$ cat config.mk
export PLATFORM = sky130hd
export DESIGN_NAME = eep_wrguard
export DESIGN_NICKNAME = d
export VERILOG_FILES = /design/src/rtl/eep_wrguard_pkg.sv /design/src/rtl/eep_region_guard.sv /design/src/rtl/eep_wel_latch.sv /design/src/rtl/eep_sr_regs.sv /design/src/rtl/eep_wrguard.sv
export SDC_FILE = /design/constraint.sdc
export NUM_CORES = 1
export LEC_CHECK = 0
export ABC_AREA = 1
export BUFFER_PORTS_ARGS = -buffer_cell sky130_fd_sc_hd__clkbuf_2
export CAP_MARGIN = 20
export CORE_AREA = 2 2 39 41
export DETAILED_ROUTE_END_ITERATION = 8
export DIE_AREA = 0 0 41 43
export PLACE_DENSITY = 0.72
export SETUP_SLACK_MARGIN = 0.3
export SLEW_MARGIN = 30
export SYNTH_ARGS = -nofsm -noshare
export SYNTH_HDL_FRONTEND = slang
export SYNTH_SLANG_ARGS = --single-unit
$ cat constraint.sdc
create_clock -name clk -period 1 [get_ports clk]
set_clock_uncertainty 0.05 [all_clocks]
set_input_delay 0.3 -clock clk [delete_from_list [all_inputs] [get_ports clk]]
set_output_delay 0.3 -clock clk [all_outputs]
set_load 0.01 [all_outputs]
$ cat src/rtl/eep_wrguard_pkg.sv
package eep_wrguard_pkg;
  typedef enum logic [1:0] {
    RNG_NONE    = 2'b00,
    RNG_QUARTER = 2'b01,
    RNG_HALF    = 2'b10,
    RNG_ALL     = 2'b11
  } range_e;

  typedef struct packed {
    logic   lock_en;
    range_e range;
  } nv_bits_t;

  function automatic logic [7:0] pack_status(nv_bits_t nv, logic wel, logic busy);
    return {nv.lock_en, 3'b000, nv.range, wel, busy};
  endfunction
endpackage

$ cat src/rtl/eep_region_guard.sv
module eep_region_guard
  import eep_wrguard_pkg::*;
#(
  parameter int ADDR_W = 13
) (
  input  range_e            range,
  input  logic [ADDR_W-1:0] addr,
  output logic              locked
);
  localparam int TOP = ADDR_W - 1;

  logic [ADDR_W-3:0] unused_low;
  assign unused_low = addr[ADDR_W-3:0];

  always_comb begin
    unique case (range)
      RNG_NONE:    locked = 1'b0;
      RNG_QUARTER: locked = addr[TOP] & addr[TOP-1];
      RNG_HALF:    locked = addr[TOP];
      default:     locked = 1'b1;
    endcase
  end
endmodule

$ cat src/rtl/eep_wel_latch.sv
module eep_wel_latch (
  input  logic clk,
  input  logic rst_n,
  input  logic set_i,
  input  logic clr_i,
  input  logic cycle_end_i,
  output logic wel_o
);
  always_ff @(posedge clk or negedge rst_n) begin
    if (!rst_n)          wel_o <= 1'b0;
    else if (clr_i)      wel_o <= 1'b0;
    else if (set_i)      wel_o <= 1'b1;
    else if (cycle_end_i) wel_o <= 1'b0;
  end
endmodule

$ cat src/rtl/eep_sr_regs.sv
module eep_sr_regs
  import eep_wrguard_pkg::*;
(
  input  logic     clk,
  input  logic     rst_n,
  input  logic     load_i,
  input  logic [7:0] data_i,
  input  logic     start_i,
  input  logic     done_i,
  output nv_bits_t nv_o,
  output logic     busy_o
);
  logic [2:0] unused_data;
  assign unused_data = {data_i[6:4]} ^ {1'b0, data_i[1:0]};

  always_ff @(posedge clk or negedge rst_n) begin
    if (!rst_n) begin
      nv_o <= '{lock_en: 1'b0, range: RNG_NONE};
    end else if (load_i) begin
      nv_o.lock_en <= data_i[7];
      nv_o.range   <= range_e'(data_i[3:2]);
    end
  end

  always_ff @(posedge clk or negedge rst_n) begin
    if (!rst_n)       busy_o <= 1'b0;
    else if (start_i) busy_o <= 1'b1;
    else if (done_i)  busy_o <= 1'b0;
  end
endmodule

$ cat src/rtl/eep_wrguard.sv
module eep_wrguard
  import eep_wrguard_pkg::*;
#(
  parameter int ADDR_W = 13
) (
  input  logic              clk,
  input  logic              rst_n,
  input  logic              lock_pin_n,
  input  logic              op_wren,
  input  logic              op_wrdi,
  input  logic              cyc_done,
  input  logic              sr_wr_valid,
  input  logic [7:0]        sr_wr_data,
  output logic              sr_wr_ready,
  input  logic              arr_wr_valid,
  input  logic [ADDR_W-1:0] arr_wr_addr,
  output logic              arr_wr_ready,
  input  logic [ADDR_W-1:0] q_addr,
  output logic              q_arr_ok,
  output logic              q_sr_ok,
  output logic [7:0]        status_byte
);
  nv_bits_t nv;
  logic     wel, busy;
  logic     q_locked, req_locked;
  logic     sr_grant, arr_grant, cycle_end;

  eep_region_guard #(.ADDR_W(ADDR_W)) u_guard_q (
    .range(nv.range), .addr(q_addr), .locked(q_locked)
  );
  eep_region_guard #(.ADDR_W(ADDR_W)) u_guard_req (
    .range(nv.range), .addr(arr_wr_addr), .locked(req_locked)
  );

  assign sr_wr_ready  = ~busy;
  assign arr_wr_ready = ~busy & ~sr_wr_valid;

  assign q_sr_ok  = wel & ~(nv.lock_en & ~lock_pin_n);
  assign q_arr_ok = wel & ~q_locked;

  assign sr_grant  = sr_wr_valid & sr_wr_ready & q_sr_ok;
  assign arr_grant = arr_wr_valid & arr_wr_ready & wel & ~req_locked;
  assign cycle_end = cyc_done & busy;

  eep_wel_latch u_wel (
    .clk(clk), .rst_n(rst_n), .set_i(op_wren), .clr_i(op_wrdi),
    .cycle_end_i(cycle_end), .wel_o(wel)
  );

  eep_sr_regs u_regs (
    .clk(clk), .rst_n(rst_n), .load_i(sr_grant), .data_i(sr_wr_data),
    .start_i(sr_grant | arr_grant), .done_i(cycle_end),
    .nv_o(nv), .busy_o(busy)
  );

  assign status_byte = pack_status(nv, wel, busy);
endmodule

== Yosys cells after proc, flatten, opt, wreduce, memory -nomap -nowiden ==
Cells that the tools add are included.
W data, S select, Z words.

* Word-level logic and storage cells: 34
* Input bits: 42
* Output and inout port bits: 12
* Register bits after elaboration: 5

* Eq/ne operators: 2
* Muxes and demuxes: 6
* Reduce and logical (&&, ||, !) cells: 3
* Bitwise operators: 19

{| class="wikitable"
|+ Operator list
! cell !! count
|-
| $and A1 B1 Y1 || 12
|-
| $not A1 Y1 || 6
|-
| $pmux W1 S3 || 2
|-
| $mux W1 || 4
|-
| $reduce_bool A3 Y1 || 1
|-
| $eq A2 B1 Y1 const B || 1
|-
| $eq A2 B2 Y1 const B || 1
|-
| $logic_not A2 Y1 || 1
|-
| $reduce_bool A2 Y1 || 1
|-
| $or A1 B1 Y1 || 1
|}

== Depth between registers and ports, before layout ==
* Depth in word-level cells: 7
* Mapped depth: 6
* Gate-level depth less buffers: 6

== By module ==
From an unflattened synthesis, not the netlist that was laid out.

* Cell total of the unflattened synthesis: 53
* Area, all modules: 337.8 sq um

{| class="wikitable"
|+ Modules (own cells, without submodules)
! module !! sequential area each (sq um) !! instances !! area each (sq um) !! cells an instance
|-
| eep_sr_regs || 100.1 || 1 || 152.6 || 18
|-
| eep_wrguard || 0.0 || 1 || 112.6 || 24
|-
| eep_wel_latch || 25.0 || 1 || 45.0 || 5
|-
| eep_region_guard || 0.0 || 2 || 13.8 || 3
|}

== Worst setup path after synthesis ==
Ideal clock, no wire load.

* Kind: flip-flop to output port
* From: reg, netlist name u_regs.nv_o[0]
* To: out q_arr_ok
* Stages on the path, launching flop included: 5
* Setup slack: -159 ps
* Required time: 650 ps
* Path buffers: 0
* Data arrival time: 809 ps
* Cells stage by stage: dfrtp_1 > inv_1 > nand2_1 > nand2_1 > a21oi_1

* Longest elaborated chain between the ends: 4
* Elaborated cells between the ends (all ways): 6
* Classes of those cells: eq/ne (2); mux (1); bitwise (2); reduce/logical (1)

{| class="wikitable"
|+ Ends and longest elaborated chain
! what !! RTL line !! source
|-
| $eq A2 B2 Y1, or another cell as far along || eep_region_guard.sv:16 || <nowiki>unique case (range)</nowiki>
|-
| $pmux W1 S3 * || eep_region_guard.sv:16 ||
|-
| $not A1 Y1 * || eep_wrguard.sv:39 || <nowiki>assign q_arr_ok = wel & ~q_locked;</nowiki>
|-
| $and A1 B1 Y1 * || eep_wrguard.sv:39 ||
|-
| to (decl) || eep_wrguard.sv:19 || <nowiki>output logic q_arr_ok,</nowiki>
|}

Mark *: on every way between the ends. The rest lies on a longest branch, timed or not.

== Worst setup path in the final report ==
* From: reg, netlist name u_regs.nv_o[1]
* To: out q_arr_ok

* Longest elaborated chain between the ends: 4
* Elaborated cells between the ends (all ways): 6
* Classes of those cells: eq/ne (2); mux (1); bitwise (2); reduce/logical (1)

{| class="wikitable"
|+ Ends and longest elaborated chain
! what !! RTL line
|-
| $eq A2 B2 Y1, or another cell as far along || eep_region_guard.sv:16
|-
| $pmux W1 S3 * || eep_region_guard.sv:16
|-
| $not A1 Y1 * || eep_wrguard.sv:39
|-
| $and A1 B1 Y1 * || eep_wrguard.sv:39
|}

Marked as above.

==> run metrics <==
outcome=complete, but fails checks; violations in the final reports=setup timing; fraction of post-synthesis cell area in the top cell type by area=38.9%; start of the worst register-to-register path=u_regs.nv_o[1]$_DFFE_PN0P_; R2R Setup Slk=-0.37 ns; terminating pin of the worst hold path=u_wel.wel_o$_DFFE_PN0P_; required time of the critical path=0.65 ns; fin. max-slew vios=0; number of rows in the core area=14; path type of the worst min-delay path=input port to register; switching power summed over all nets=512 uW; final hold vios=0; leading cell type in the layout, fill and taps excluded=sky130_fd_sc_hd__nand2_1; final worst slack=-0.448 ns; commonest cells after routing, fill and taps aside=17 x sky130_fd_sc_hd__nand2_1, 16 x sky130_fd_sc_hd__buf_6, 15 x sky130_fd_sc_hd__clkbuf_2, 5 x sky130_fd_sc_hd__nand2_2; final core utilization=49.5%; final number of setup-violating endpoints=13; placement-stage worst setup slack=-0.176 ns; R2R cell count=11; CTS root buffer=sky130_fd_sc_hd__clkbuf_4; clock tree from TritonCTS=built; clock input transition at the sequential cells of the worst setup and hold paths=0.05 ns; Critical Path Source Type=register; initial core utilization=23.2%; unrepaired setup endpoints after global routing=true; hold slack final=0.161 ns; FMAX=690 MHz; Cells after Synth=49; Internal Pwr Total=972 uW; total die area=0.00176 mm2; Antenna Diode Count=0; Synth Warn #=0; global-route wire length before repair=1.46 mm; data arrival time of the worst path=1.10 ns; DRC marker count from the first detailed-route iteration=5; Critical Path, Cell by Cell=inv_2 > nand3_2 > nand2_2 > a21oi_2 > buf_2; family with the most delay on the worst path=flip-flops; proportion of power drawn by the clock network=15.8%; number of vias in the routed layout=412; final net count=132; number of buffers added by the clock tree synthesis step=3; Tot GR Track Use=12.4%; leftover overflow at the end of global routing=0; ratio of cells with drive above 1 in the final layout=64.0%; TNS Setup=-2.95 ns; Crit path buffers/inverters=2; highest ir drop seen on vdd=0.696 mV; placer's final routability congestion estimate=0.697; switching share of power=34.5%; # DRC=0; Crit path depth=5; area of the mapped netlist=322 um2; antenna violations before repair=0; Critical Path Sink Type=output pin; number of library cell types mapped by synthesis=12; average wire per cell in the routed design=9.56 um; detailed-router iteration count before antenna repair=4; Antenna Violating Nets Remaining=0; capturing point of the worst reg2reg path=u_regs.busy_o$_DFFE_PN0P_; largest area contributor in the netlist=sky130_fd_sc_hd__dfrtp_1; vertical die dimension=43 um; final critical path time including I/O delays and setup=1.45 ns; # H-tree levels=1; Static Leakage=0.000382 uW; pin count of the biggest net entering global routing=6; clk buf depth=2; fraction of the yosys area taken by sequential cells=38.9%; Yosys reg bits=5; mean instance size in the synthesized netlist=6.56 um2; top cells by area, synth=sky130_fd_sc_hd__dfrtp_1 39%, sky130_fd_sc_hd__nand2_1 25%, sky130_fd_sc_hd__buf_4 12%; critical-path cell with the highest stage delay=sky130_fd_sc_hd__dfrtp_2; Sequential Power Share=23.8%; total wirelength of the detailed-routed design=1.00 mm; HPWL reported at the end of detailed placement=623 um; Non-Filler Instances=105; Worst Min Path Start=op_wrdi; port bufs=23; number of sinks handled by clock tree synthesis=5; Worst path max stage delay=0.44 ns; count of pins on the block boundary=54; Worst-Skew Late Latency=0.24 ns; pwr dens=2160 mW/mm2; Hold Path Depth=2; dpl cells=92; vias per cell=3.92; max-cap violations=0; number of global-route vias before repair=377; Setup CP Type=register to output pin; Chip Width=41 um; part of the cycle the worst path needs=145%; peak fanout along the critical path=5; Area Growth Syn to Fin=113%; combinational group share of total power=60.3%; CORE AREA=0.00138 mm2
[how the worst max path moves through the flow]
stage	from	to	slack [ns]
global route	u_regs.nv_o[1]$_DFFE_PN0P_	q_arr_ok	-0.52
global placement	u_regs.nv_o[1]$_DFFE_PN0P_	q_arr_ok	-0.17
CTS	u_regs.nv_o[1]$_DFFE_PN0P_	q_arr_ok	-0.44
finish	u_regs.nv_o[1]$_DFFE_PN0P_	q_arr_ok	-0.45
detailed placement	u_regs.nv_o[1]$_DFFE_PN0P_	q_arr_ok	-0.18
floorplan	u_regs.nv_o[1]$_DFFE_PN0P_	q_arr_ok	-0.11
[area by class of cell]
| type | instances | area [um2] |
|---|---|---|
| fillers | 135 | 698 |
| flip-flops and latches | 5 | 128 |
| clock buffers | 4 | 26.3 |
| inverters | 5 | 18.8 |
| repair buffers | 39 | 310 |
| well taps | 16 | 20.0 |
| multi-input cells | 36 | 183 |
[flip-flops by register name (all words and copies together) (netlist names)]
register / cells
u_wel.wel_o: 1
u_regs.nv_o: 3
u_regs.busy_o: 1
[cell usage after synthesis, drive strengths merged]
cell type / count
nand3: 2
nand2: 22
nand4: 1
buf: 5
dfrtp: 5
a21oi: 2
inv: 5
nor2: 6
conb: 1
[logic make-up after synthesis]
family / count (synthesis) / share of synthesized area, %
AOI/OAI and AO/OA: 2 / 3.11
buffers and inverters: 10 / 17.5
DFF: 5 / 38.9
other: 1 / 1.17
and+or+nand+nor: 31 / 39.3
[repair_timing]
item / 4_1_cts / 5_1_grt
buffers inserted: 6 / 2
hold buffers: 1 / 0
resized for setup: 12 / 20
pin swaps: 6 / 5
setup endpoints to repair: 14 / 14
endpoints found under the hold margin: 5 / 0
[power by group through the flow]
| stage | clock [uW] | combinational (uW) | sequential [uW] |
|---|---|---|---|
| 6_report | 235 | 895 | 354 |
| 4_1_cts | 243 | 700 | 332 |
| 3_3_place_gp | 0 | 459 | 328 |
| 5_1_grt | 266 | 961 | 361 |
| 2_1_floorplan | 0 | 224 | 353 |
| 3_5_place_dp | 0 | 465 | 330 |
[metal layers]
layer / vias up / share of wire [%] / global-route usage (%)
li1: 219 / - / -
met1: 177 / 42 / 14.5
met2: 16 / 51 / 19.1
met3: 0 / 7.1 / 4.71
met4: 0 / 0 / 6.00
met5: - / 0 / 0
[stage by stage]
step	total power, uW	area, um2
final	1480	686
after global routing	1590	686
after CTS	1280	618
after detailed placement	795	494
after global placement	788	494
after floorplan	578	352
(Power assumes the default switching activity.)
